### src/rtl/sbp_pkg.sv
package sbp_pkg;
  typedef enum logic [2:0] {
    RG_NONE,
    RG_MODE,
    RG_EXT,
    RG_GPIO,
    RG_SRST
  } sbp_region_e;
endpackage

### src/rtl/sbp_rst_sync.sv
module sbp_rst_sync #(
  parameter int STAGES = 2
) (
  input  logic clk,
  input  logic rst_n,
  output logic rst_sync_n
);
  logic [STAGES-1:0] chain_q;

  always_ff @(posedge clk or negedge rst_n) begin
    if (!rst_n) chain_q <= '0;
    else        chain_q <= {chain_q[STAGES-2:0], 1'b1};
  end

  assign rst_sync_n = chain_q[STAGES-1];
endmodule

### src/rtl/sbp_decode.sv
module sbp_decode
  import sbp_pkg::*;
#(
  parameter int SEL_W     = 5,
  parameter int GPIO_BASE = 16
) (
  input  logic             cs_n_i,
  input  logic [SEL_W-1:0] sel_i,
  input  logic             tmode_i,
  output sbp_region_e      region_o
);
  localparam int TOP_POS = (1 << SEL_W) - 1;

  always_comb begin
    region_o = RG_NONE;
    if (!cs_n_i) begin
      if (sel_i == '0)                          region_o = RG_MODE;
      else if (tmode_i)                         region_o = (sel_i == SEL_W'(TOP_POS)) ? RG_SRST : RG_EXT;
      else if (sel_i >= SEL_W'(GPIO_BASE))      region_o = RG_GPIO;
      else                                      region_o = RG_EXT;
    end
  end
endmodule

### src/rtl/sbp_gpio_bank.sv
module sbp_gpio_bank #(
  parameter int SEL_W     = 5,
  parameter int GPIO_BASE = 16,
  parameter int N_GPIO    = 16
) (
  input  logic              clk,
  input  logic              rst_n,
  input  logic              we_i,
  input  logic              srst_i,
  input  logic [SEL_W-1:0]  sel_i,
  input  logic              wdat_i,
  input  logic [N_GPIO-1:0] pin_i,
  output logic [N_GPIO-1:0] out_o,
  output logic [N_GPIO-1:0] oe_o,
  output logic [N_GPIO-1:0] smp_o
);
  logic [N_GPIO-1:0] out_d, oe_d;

  for (genvar i = 0; i < N_GPIO; i++) begin : g_pin
    logic hit;
    assign hit = we_i && (sel_i == SEL_W'(GPIO_BASE + i));

    always_comb begin
      out_d[i] = out_o[i];
      oe_d[i]  = oe_o[i];
      if (srst_i) begin
        out_d[i] = 1'b0;
        oe_d[i]  = 1'b0;
      end else if (hit) begin
        out_d[i] = wdat_i;
        oe_d[i]  = 1'b1;
      end
    end
  end

  always_ff @(posedge clk or negedge rst_n) begin
    if (!rst_n) begin
      out_o <= '0;
      oe_o  <= '0;
      smp_o <= '0;
    end else begin
      out_o <= out_d;
      oe_o  <= oe_d;
      smp_o <= pin_i;
    end
  end

  // an enable bit only falls on a software reset
  a_r6_oe_sticky: assert property (@(posedge clk) disable iff (!rst_n)
    !srst_i |=> ((oe_o & $past(oe_o)) == $past(oe_o)));

  // the addressed latch takes the written bit
  a_r3_latch_load: assert property (@(posedge clk) disable iff (!rst_n)
    (we_i && !srst_i && sel_i >= SEL_W'(GPIO_BASE))
      |=> out_o[$past(sel_i) - SEL_W'(GPIO_BASE)] == $past(wdat_i));

  // software reset empties the bank
  a_r7_srst_clears: assert property (@(posedge clk) disable iff (!rst_n)
    srst_i |=> (oe_o == '0 && out_o == '0));
endmodule

### src/rtl/sbp_port.sv
module sbp_port
  import sbp_pkg::*;
#(
  parameter int SEL_W     = 5,
  parameter int GPIO_BASE = 16
) (
  input  logic                              clk,
  input  logic                              rst_n,
  input  logic                              bus_cs_n,
  input  logic [SEL_W-1:0]                  bus_sel,
  input  logic                              bus_stb,
  input  logic                              bus_wdat,
  output logic                              bus_rdat,
  output logic                              bus_rden,
  input  logic [(1<<SEL_W)-GPIO_BASE-1:0]   gpio_i,
  output logic [(1<<SEL_W)-GPIO_BASE-1:0]   gpio_o,
  output logic [(1<<SEL_W)-GPIO_BASE-1:0]   gpio_oe,
  output logic [SEL_W-1:0]                  ext_sel,
  output logic                              ext_we,
  output logic                              ext_wdata,
  output logic                              ext_tmode,
  input  logic                              ext_rdata
);
  localparam int N_BITS = 1 << SEL_W;
  localparam int N_GPIO = N_BITS - GPIO_BASE;

  logic              rst_i_n;
  sbp_region_e       region;
  logic              wr_en, mode_we, gpio_we, soft_rst;
  logic              mode_q, mode_d;
  logic [N_GPIO-1:0] pin_smp;

  sbp_rst_sync #(.STAGES(2)) u_rst (
    .clk(clk), .rst_n(rst_n), .rst_sync_n(rst_i_n)
  );

  sbp_decode #(.SEL_W(SEL_W), .GPIO_BASE(GPIO_BASE)) u_dec (
    .cs_n_i(bus_cs_n), .sel_i(bus_sel), .tmode_i(mode_q), .region_o(region)
  );

  assign wr_en    = bus_stb && (region != RG_NONE);
  assign mode_we  = wr_en && (region == RG_MODE);
  assign gpio_we  = wr_en && (region == RG_GPIO);
  assign soft_rst = wr_en && (region == RG_SRST) && bus_wdat;
  assign ext_we   = wr_en && (region == RG_EXT);

  assign ext_sel   = bus_sel;
  assign ext_wdata = bus_wdat;
  assign ext_tmode = mode_q;

  always_comb begin
    mode_d = mode_q;
    if (mode_we) mode_d = bus_wdat;
  end

  always_ff @(posedge clk or negedge rst_i_n) begin
    if (!rst_i_n) mode_q <= 1'b0;
    else          mode_q <= mode_d;
  end

  sbp_gpio_bank #(.SEL_W(SEL_W), .GPIO_BASE(GPIO_BASE), .N_GPIO(N_GPIO)) u_bank (
    .clk(clk), .rst_n(rst_i_n), .we_i(gpio_we), .srst_i(soft_rst),
    .sel_i(bus_sel), .wdat_i(bus_wdat), .pin_i(gpio_i),
    .out_o(gpio_o), .oe_o(gpio_oe), .smp_o(pin_smp)
  );

  always_comb begin
    bus_rden = !bus_cs_n;
    unique case (region)
      RG_MODE: bus_rdat = mode_q;
      RG_EXT:  bus_rdat = ext_rdata;
      RG_GPIO: bus_rdat = pin_smp[bus_sel - SEL_W'(GPIO_BASE)];
      default: bus_rdat = 1'b0;
    endcase
  end

  // a deselected port is silent
  a_r2_quiet: assert property (@(posedge clk) disable iff (!rst_i_n)
    bus_cs_n |-> (!bus_rden && !bus_rdat && !ext_we));

  // mode flag follows a write to position 0
  a_r8_mode_load: assert property (@(posedge clk) disable iff (!rst_i_n)
    (!bus_cs_n && bus_stb && bus_sel == '0) |=> (ext_tmode == $past(bus_wdat)));

  // at most one write target per cycle
  a_r10_one_target: assert property (@(posedge clk) disable iff (!rst_i_n)
    $onehot0({ext_we, gpio_we, soft_rst, mode_we}));

  // timer mode leaves the pins alone
  a_r9_tmode_pins_hold: assert property (@(posedge clk) disable iff (!rst_i_n)
    (ext_tmode && !soft_rst) |=> $stable(gpio_o) && $stable(gpio_oe));
endmodule

### config.mk
export PLATFORM = sky130hd
export DESIGN_NAME = sbp_port
export DESIGN_NICKNAME = d
export VERILOG_FILES = /design/src/rtl/sbp_pkg.sv /design/src/rtl/sbp_rst_sync.sv /design/src/rtl/sbp_decode.sv /design/src/rtl/sbp_gpio_bank.sv /design/src/rtl/sbp_port.sv
export SDC_FILE = /design/constraint.sdc
export NUM_CORES = 1
export LEC_CHECK = 0
export BUFFER_PORTS_ARGS = -buffer_cell sky130_fd_sc_hd__buf_2
export CAP_MARGIN = 20
export CORE_AREA = 2 2 65 67
export CTS_BUF_LIST = sky130_fd_sc_hd__clkbuf_4 sky130_fd_sc_hd__clkbuf_8
export CTS_CLUSTER_DIAMETER = 60
export DETAILED_ROUTE_END_ITERATION = 16
export DIE_AREA = 0 0 67 69
export GPL_TIMING_DRIVEN = 0
export PLACE_DENSITY_LB_ADDON = 0.15
export SLEW_MARGIN = 20
export SYNTH_ARGS = -nofsm -noshare
export SYNTH_HDL_FRONTEND = slang
export SYNTH_SLANG_ARGS = --single-unit
### constraint.sdc
create_clock -name clk -period 4.5 [get_ports clk]
set_input_delay 0.225 -clock clk [delete_from_list [all_inputs] [get_ports clk]]
set_output_delay 0.225 -clock clk [all_outputs]
set_load 0.03 [all_outputs]
==> results.yml, run 1 <==
hold_path:
  hold_start: "gpio_i[0]"
  holdCritPathClass: "input pin to flip-flop"
  hold_path_end: "u_bank.smp_o[0]$_DFF_PN0_"
  hold_depth: 1
setup_path:
  r2r_cells: 6
  crit_required_ns: 4.28
  crit_type: "input pin to output pin"
  path_max_fanout: 10
  r2r-end: "u_bank.out_o[3]$_DFFE_PN0P_"
  cp-end-kind: "output pin"
  crit_arrival_ns: 1.86
  worst-r2r-setup-slack_ns: 2.73
  start_kind: "input pin"
  rr_startpoint: "ext_tmode$_DFFE_PN0P_"
sta:
  setup_violations: 0
  fmax_ghz: 0.480
  hold_slack_ns: 0.0277
  tns_ns: 0
  period_share_pct: 46.3
  rsz0062_at_grt: "no"
  period_minus_slack_ns: 2.08
  skew_ns: 0.00309
  slew_violations: 0
  hold_viol_final: 0
  relSlewSlack_pct: 38.3
  worstMarginPinSlew_ns: 0.918
  setup_slack_ns: 2.42
logic_synthesis:
  synth.area.mux_share_pct: 11.2
  synth_top_area_share_pct: 59.9
  synthFlopType: "dfrtp_1"
  yosys.area_share.simple_pct: 14.3
  synth-async-reset-ratio_pct: 100
  synth_cell_types: 35
  synth_compound_area_share_pct: 8.51
  synth-xor-area-share_pct: 0
  synth_area_per_cell_um2: 12.0
  synth_top_area_cell: "dfrtp_1"
  synthTopCellsByArea: "dfrtp_1 60%, mux2i_1 8.0%, o21a_1 4.6%"
  synth_cells: 177
  synth_warnings: 0
  synth_top_family_by_area: "simple AND/OR/NAND/NOR gates"
  syn-num-nets: 204
  synth-edff-count: 0
  ys_seq_elements: 51
  synthAdderAreaFrac_pct: 0
  ys_seq_area_share_pct: 59.9
  syn_area_mm2: 0.00213
cells_and_area:
  drive_gt1_share_pct: 37.5
  diodes: 0
  final_cells: 303
  mostFrequentLayoutCell: "buf_2"
  final_cell_mix: "69 x buf_2, 50 x dfrtp_1, 23 x nor2_1, 17 x mux2i_1, 15 x nand2_1"
  areaGrowthSynthToFinish_pct: 24.4
  layout.nets: 279
pwr:
  vdd_ir_drop_max_v: 0.000258
  power.density_mw_per_mm2: 373
  leakage_nw: 1.31
  total_power_uw: 990
  power_frac_clock_pct: 27.3
  switchingPower_uw: 293
  switching_share_pct: 29.6
  p_comb_share_pct: 20.1
  seqPwrFrac_pct: 52.6
  internal_power_uw: 697
clock_tree:
  cts.sinks: 51
  htree_levels: 2
  clk_latency_ns: 0.30
  numCtsBuffers: 5
  cts_buffer_depth: 2
  cts_root_buffer: "clkbuf_8"
  cts_tree: "yes"
  clkSlewWorstSetupHoldPaths_ns: 0.08
  cts_setup_buffers: 0
die:
  coreArea_mm2: 0.00391
  initial_core_util_pct: 54.5
  ioPinCount: 69
  dieWidth_um: 67
  rows: 23
  dieArea_mm2: 0.00462
  die_height_um: 69
global_route:
  grt_usage_pct: 21.2
  grt_max_degree: 29
  grt_pass1_vias: 1657
  gr-total-overflow: 0
  antenna_found_initial: 0
  grt_pass1_wl_um: 7470
placement:
  placedCellCount: 294
  place_worst_setup_slack_ns: 2.41
  globalplace.congestion: 0.777
  portBuffers: 66
  place_hpwl_um: 3340
detailed_routing:
  via_per_inst: 5.27
  m1WireLength_um: 1970
  wl_met3_um: 256
  antenna_left: 0
  met2_length_um: 2190
  drtPass1Iterations: 5
  vias: 1598
  top_layer: "met4"
  wl_um: 4470
  drt-initial-drc-count: 115
  drc_errors: 0
  wl_per_cell_um: 14.8
run:
  maxCapViolations: 0
outcome:
  outcome: "completed"
[power by group through the flow]
stage | registers [mW] | clock network, mW | logic, mW
floorplan | 0.594 | 0 | 0.0679
global placement | 0.533 | 0 | 0.189
detailed placement | 0.530 | 0 | 0.200
CTS | 0.521 | 0.273 | 0.201
global route | 0.526 | 0.289 | 0.215
finish | 0.521 | 0.271 | 0.199
[through the flow]
stage / area (um2) / util [%]
detailed placement: 2550 / 65.1
global route: 2650 / 67.7
global placement: 2520 / 64.5
floorplan: 2130 / -
CTS: 2650 / 67.7
finish: 2650 / 67.7
[worst max path at each step]
| stage | slack, ns | startpoint | to |
|---|---|---|---|
| floorplan | 1.97 | ext_tmode$_DFFE_PN0P_ | ext_we |
| finish | 2.42 | bus_sel[3] | bus_rdat |
| global placement | 2.45 | bus_sel[3] | bus_rdat |
| detailed placement | 2.41 | bus_sel[3] | bus_rdat |
| global route | 2.29 | bus_sel[3] | bus_rdat |
| CTS | 2.40 | bus_sel[3] | bus_rdat |
[critical path, stage by stage]
cell	delay, ns
buf_2	0.12
clkbuf_1	0.23
or4_4	0.55
nor2_1	0.17
o221ai_1	0.14
o211ai_1	0.20
buf_2	0.23
[flip-flops by register name, summed over array words and instances, names as in the netlist]
name / flops
u_bank.out_o: 16
u_rst.chain_q: 2
u_bank.oe_o: 16
u_bank.smp_o: 16
ext_tmode: 1
[cell type report]
type,instances,area [um2]
sequential,51,1280
fill,340,1260
multi-input combinational,105,728
timing repair buffer,68,360
buffer,14,101
clock buffer,7,90.1
tap,50,62.6
inverter,7,26.3
clock inverter,1,5.00
[what timing repair did]
action / CTS / global route
endpoints found under the hold margin: 2 / 0
hold buffers: 1 / 0
resized for setup: 0 / 0
endpoints found under the setup margin: 0 / 0
[synthesized netlist by cell type, types with 2 or more instances]
cell type  number
o31ai_1         2
buf_2           3
mux4_2          3
nand3b_1        3
nand2_1        15
nand3_1         3
o21a_1         13
nor3_1          4
buf_6           2
nand2b_1        2
nor2_1         23
o2111ai_1       2
inv_1           7
dfrtp_1        51
mux2i_1        17
buf_4           8
[kinds of logic (layout without fill, tap and decap cells)]
logic type,count (synthesis),after routing
and+or+nand+nor,60,60
muxes,20,20
AOI/OAI and AO/OA,24,24
other,1,1
DFF,51,51
buffers and inverters,21,97
[per-layer routing]
layer / vias to the layer above / global-route usage, %
met1: 778 / 27.1
met4: 0 / 6.80
met5: - / 0
li1: 755 / -
met2: 59 / 34.9
met3: 6 / 5.06
No activity file was read; power rests on OpenSTA's default activity.
==> inputs of run 2 (changes only) <==
--- a/config.mk
+++ b/config.mk
@@ -5,13 +5,14 @@
 export SDC_FILE = /design/constraint.sdc
 export NUM_CORES = 1
 export LEC_CHECK = 0
+export ABC_AREA = 1
 export BUFFER_PORTS_ARGS = -buffer_cell sky130_fd_sc_hd__buf_2
 export CAP_MARGIN = 20
-export CORE_AREA = 2 2 65 67
+export CORE_AREA = 2 2 69 71
 export CTS_BUF_LIST = sky130_fd_sc_hd__clkbuf_4 sky130_fd_sc_hd__clkbuf_8
 export CTS_CLUSTER_DIAMETER = 60
 export DETAILED_ROUTE_END_ITERATION = 16
-export DIE_AREA = 0 0 67 69
+export DIE_AREA = 0 0 71 73
 export GPL_TIMING_DRIVEN = 0
 export PLACE_DENSITY_LB_ADDON = 0.15
 export SLEW_MARGIN = 20
==> constraint.sdc (replaced) <==
create_clock -name clk -period 2 [get_ports clk]
set_input_delay 0.1 -clock clk [delete_from_list [all_inputs] [get_ports clk]]
set_output_delay 0.1 -clock clk [all_outputs]
set_load 0.03 [all_outputs]
==> results.yml, run 2 <==
outcome:
  outcome: "completed"
clock_tree:
  cts_buffer_depth: 2
  postCtsHoldBufs: 17
  cts_setup_buffers: 0
  cts_root_buffer: "clkbuf_8"
  cts.sinks: 51
  htree_levels: 2
  cts_tree: "yes"
  clkSlewWorstSetupHoldPaths_ns: 0.09
  clk_latency_ns: 0.31
  cts-resized-gates: 0
  numCtsBuffers: 5
sta:
  period_minus_slack_ns: 1.55
  skew_ns: 0.0167
  fmax_ghz: 0.644
  setup_slack_ns: 0.447
  slew_violations: 0
  setup_violations: 0
  rsz0062_at_grt: "no"
  hold_viol_final: 0
  period_share_pct: 77.6
detailed_routing:
  wl_um: 4450
  drt-initial-drc-count: 91
  via_per_inst: 4.65
  drtPass1Iterations: 4
  drc_errors: 0
  vias: 1865
  wl_per_cell_um: 11.1
  antenna_left: 0
placement:
  place_hpwl_um: 3270
  place_area_mm2: 0.00268
  placedCellCount: 376
  place_worst_setup_slack_ns: 0.518
  globalplace.congestion: 0.828
  portBuffers: 67
pwr:
  vdd_ir_drop_max_v: 0.000438
  leakage_nw: 1.70
  power.density_mw_per_mm2: 711
cells_and_area:
  drive_gt1_share_pct: 32.3
  final_util_pct: 65.0
  final_cell_mix: "68 x nand2_1, 68 x buf_2, 50 x dfrtp_1, 31 x inv_1"
  top_regs: "u_bank.oe_o x16, u_bank.out_o x16, u_bank.smp_o x16"
  diodes: 0
  nFillCells: 376
  layout.nets: 373
  multi_input_area_um2: 746
  design_area_mm2: 0.00295
  final_cells: 401
  seq_area_mm2: 0.00128
  areaGrowthSynthToFinish_pct: 30.7
die:
  ioPinCount: 69
  dieWidth_um: 71
  die_height_um: 73
  initial_core_util_pct: 49.8
  rows: 25
  coreArea_mm2: 0.00454
  dieArea_mm2: 0.00518
hold_path:
  holdCritPathClass: "input pin to asynchronous set/reset pin"
logic_synthesis:
  synthTopCellsByArea: "dfrtp_1 57%, nand2_1 11%, inv_1 5.2%"
  synth_cells: 254
  syn-num-nets: 281
  ys_seq_elements: 51
  synthMostInstantiatedCell: "nand2_1"
  synthFlopType: "dfrtp_1"
  synth_area_per_cell_um2: 8.89
  synth_warnings: 0
  synth-async-reset-ratio_pct: 100
  yosys-top-cells-count: "68 x nand2_1, 51 x dfrtp_1, 31 x inv_1"
  synth_top_area_cell: "dfrtp_1"
  ys_seq_area_share_pct: 56.5
  synth_top_area_share_pct: 56.5
  synth_cell_types: 26
  synth-edff-count: 0
  syn_area_mm2: 0.00226
global_route:
  grt_pass1_wl_um: 7630
  grt_usage_pct: 18.8
  antenna_found_initial: 0
  grt_pass1_vias: 1783
  grt_max_degree: 33
  gr-total-overflow: 0
setup_path:
  crit_arrival_ns: 1.45
  crit_type: "flip-flop to output pin"
  path_max_fanout: 3
  crit_buf_inv: 2
  cp_cell_sequence: "inv_1, nand2_1, nor2_2, o21ai_0, nand2_1, buf_2"
  cpPeakStageDelay_ns: 0.40
  start_kind: "flip-flop"
  slowest_stage: "dfrtp_1"
  cp-end-kind: "output pin"
  critPathTopFamily: "flip-flops"
  cpMostUsedCell: "nand2_1"
  crit_required_ns: 1.90
run:
  maxCapViolations: 0
==> run 2: cell families after synthesis <==
family	count (synthesis)	share of synthesized area, %
AO/OA/AOI/OAI	35	7.93
buffers and inverters	50	10.4
flip-flops	51	56.5
other	1	0.166
AND/OR/NAND/NOR	117	24.9
==> run 2: final timing paths <==
check                                           start                           end  slack [ns]  cells after the start
setup / recovery                ext_tmode$_DFFE_PN0P_                      bus_rdat        0.45                      6
hold / removal                                  rst_n    u_rst.chain_q[1]$_DFF_PN0_        0.10                      2
setup reg to reg                ext_tmode$_DFFE_PN0P_  u_bank.out_o[15]$_DFFE_PN0P_        0.54                     10
hold reg to reg            u_rst.chain_q[1]$_DFF_PN0_     u_bank.smp_o[8]$_DFF_PN0_        0.19                      0
max in group asynchronous  u_rst.chain_q[1]$_DFF_PN0_   u_bank.out_o[3]$_DFFE_PN0P_        1.32                      1
min in group clk                             bus_wdat  u_bank.out_o[14]$_DFFE_PN0P_        0.10                      3
==> run 2: report_power, final <==
group          switching (mW)  internal [mW]  leakage (nW)
Combinational           0.237          0.130          1.02
Clock                   0.330          0.283        0.0474
Sequential             0.0301           1.09         0.639
==> run 2: layout make-up <==
cell class | count | share of cell area, %
inverters | 39 | 5.13
well taps | 54 | 2.29
plain buffers | 11 | 2.84
multi-input cells | 153 | 25.3
clock buffers | 6 | 2.80
flip-flops and latches | 51 | 43.3
repair buffers | 85 | 17.8
clock inverters | 2 | 0.551
==> run 2: per-layer routing <==
metal  wire [um]  global-route usage, %
met2        2370                   35.0
met1        1860                   21.5
met4          42                   7.13
met5           0                      0
met3         180                   3.31
==> run 2: through the flow <==
| step | hold slack (ns) | TNS [ns] | power, mW |
|---|---|---|---|
| after floorplan | -0.196 | 0 | 1.37 |
| after global placement | -0.114 | -1.27 | 1.48 |
| after detailed placement | -0.113 | 0 | 1.48 |
| after CTS | 0.0944 | 0 | 2.11 |
| after global routing | 0.0963 | 0 | 2.20 |
| final | 0.103 | 0 | 2.10 |
==> inputs of run 3 (changes only) <==
==> constraint.sdc (replaced) <==
create_clock -name clk -period 1.5 [get_ports clk]
set_input_delay 0.075 -clock clk [delete_from_list [all_inputs] [get_ports clk]]
set_output_delay 0.075 -clock clk [all_outputs]
set_load 0.03 [all_outputs]
==> results.yml, run 3 (synthesis gave the netlist of run 2 again) <==
sta:
  hold_viol_final: 0
  rsz0062_at_grt: "yes"
  setup_slack_ns: 0.0850
  worstMarginPinSlew_ns: 0.590
  tns_ns: 0
  setup_violations: 0
  hold_slack_ns: 0.0737
  period_share_pct: 94.3
  relSlewSlack_pct: 60.7
  period_minus_slack_ns: 1.42
  skew_ns: 0.0102
  slew_violations: 0
  fmax_ghz: 0.707
clock_tree:
  cts.sinks: 51
  cts_tree: "yes"
  cts_root_buffer: "clkbuf_8"
  cts_setup_buffers: 0
  numCtsBuffers: 5
  clk_latency_ns: 0.31
  clkSlewWorstSetupHoldPaths_ns: 0.09
  cts_buffer_depth: 2
  htree_levels: 2
cells_and_area:
  final_cell_mix: "67 x nand2_1, 67 x buf_2, 50 x dfrtp_1, 30 x inv_1"
  final_util_pct: 64.7
  top_regs: "u_bank.oe_o x16, u_bank.out_o x16, u_bank.smp_o x16"
  layout.nets: 372
  areaGrowthSynthToFinish_pct: 30.1
  nFillCells: 411
  multi_input_area_um2: 753
  diodes: 0
  drive_gt1_share_pct: 32.7
  seq_area_mm2: 0.00128
detailed_routing:
  wl_um: 4550
  wl_per_cell_um: 11.4
  drtPass1Iterations: 4
  via_per_inst: 4.69
  drt-initial-drc-count: 136
  drc_errors: 0
  vias: 1876
  antenna_left: 0
setup_path:
  crit_required_ns: 1.42
  crit_arrival_ns: 1.34
  slowest_stage: "dfrtp_1"
  crit_type: "flip-flop to output pin"
  cp_cell_sequence: "nand2_1, nand2_1, nand2_1, nand2_1, nand2_1, nand2_1, o21ai_1, nand2_1, buf_6"
  path_max_fanout: 1
  critPathTopFamily: "simple AND/OR/NAND/NOR gates"
  start_kind: "flip-flop"
  cpMostUsedCell: "nand2_1"
  crit_buf_inv: 1
  cpPeakStageDelay_ns: 0.38
  cp-end-kind: "output pin"
run:
  maxCapViolations: 0
placement:
  globalplace.congestion: 0.821
  portBuffers: 67
  place_worst_setup_slack_ns: 0.0553
  place_hpwl_um: 3320
die:
  die_height_um: 73
  dieArea_mm2: 0.00518
  initial_core_util_pct: 49.8
  coreArea_mm2: 0.00454
  dieWidth_um: 71
  rows: 25
  ioPinCount: 69
hold_path:
  holdCritPathClass: "input pin to flip-flop"
global_route:
  grt_max_degree: 50
  gr-total-overflow: 0
  antenna_found_initial: 0
  grt_usage_pct: 19.5
  grt_pass1_vias: 1822
  grt_pass1_wl_um: 7780
pwr:
  leakage_nw: 1.69
  total_power_mw: 2.76
  power.density_mw_per_mm2: 940
  vdd_ir_drop_max_v: 0.000606
outcome:
  outcome: "completed"
==> run 3: worst paths after layout <==
kind / start / end / slack (ns) / cells past startpoint
min in group asynchronous: rst_n / u_rst.chain_q[0]$_DFF_PN0_ / 0.08 / 2
worst max register to register: ext_tmode$_DFFE_PN0P_ / u_bank.out_o[15]$_DFFE_PN0P_ / 0.13 / 10
max in group asynchronous: u_rst.chain_q[1]$_DFF_PN0_ / u_bank.smp_o[7]$_DFF_PN0_ / 0.77 / 0
worst min-delay path: bus_wdat / u_bank.out_o[14]$_DFFE_PN0P_ / 0.07 / 3
worst max-delay path: u_bank.smp_o[3]$_DFF_PN0_ / bus_rdat / 0.08 / 9
worst min register to register: u_rst.chain_q[1]$_DFF_PN0_ / u_bank.oe_o[10]$_DFFE_PN0P_ / 0.34 / 0
==> run 3: per-layer routing <==
metal  part of all wire (%)  track usage [%]
met1                     40             20.6
met4                    1.7             7.55
met5                      0                0
met3                    4.5             4.70
met2                     54             37.2
==> run 3: power breakdown <==
part | switching [mW] | total (mW) | leakage, nW | internal [mW]
Combinational | 0.303 | 0.475 | 1.01 | 0.172
Sequential | 0.0562 | 1.51 | 0.639 | 1.45
Clock | 0.431 | 0.775 | 0.0446 | 0.344
Total | 0.791 | 2.76 | 1.69 | 1.97
==> run 3: area by class of cell <==
type | count | share of cell area (%)
buffer | 11 | 2.85
clock buffer | 6 | 2.60
clock inverter | 2 | 0.426
inverter | 39 | 5.16
multi-input combinational | 153 | 25.6
sequential | 51 | 43.6
tap | 54 | 2.30
timing repair buffer | 84 | 17.4
==> run 3: worst register-to-register path, cell delays in order, from the launching register on <==
cell and delay (ns):
dfrtp_1 0.40, inv_2 0.10, nand2_2 0.08, nor2_4 0.14, nand2_4 0.10, nor2_4 0.13
nand2_1 0.09, nand2_1 0.08, inv_2 0.05, nand2_1 0.06, o21ai_2 0.05
==> run 3: stage by stage <==
step	instance area [um2]	std cells
finish	2940	400
global route	2940	400
CTS	2920	400
detailed placement	2660	375
global placement	2660	375
floorplan	2260	254
==> run 3: what timing repair did <==
item | in CTS | in global routing
hold buffers | 17 | 0
gates resized for setup | 2 | 4
pin swaps | 2 | 1
hold endpoints to repair | 18 | 0
setup endpoints to repair | 1 | 12
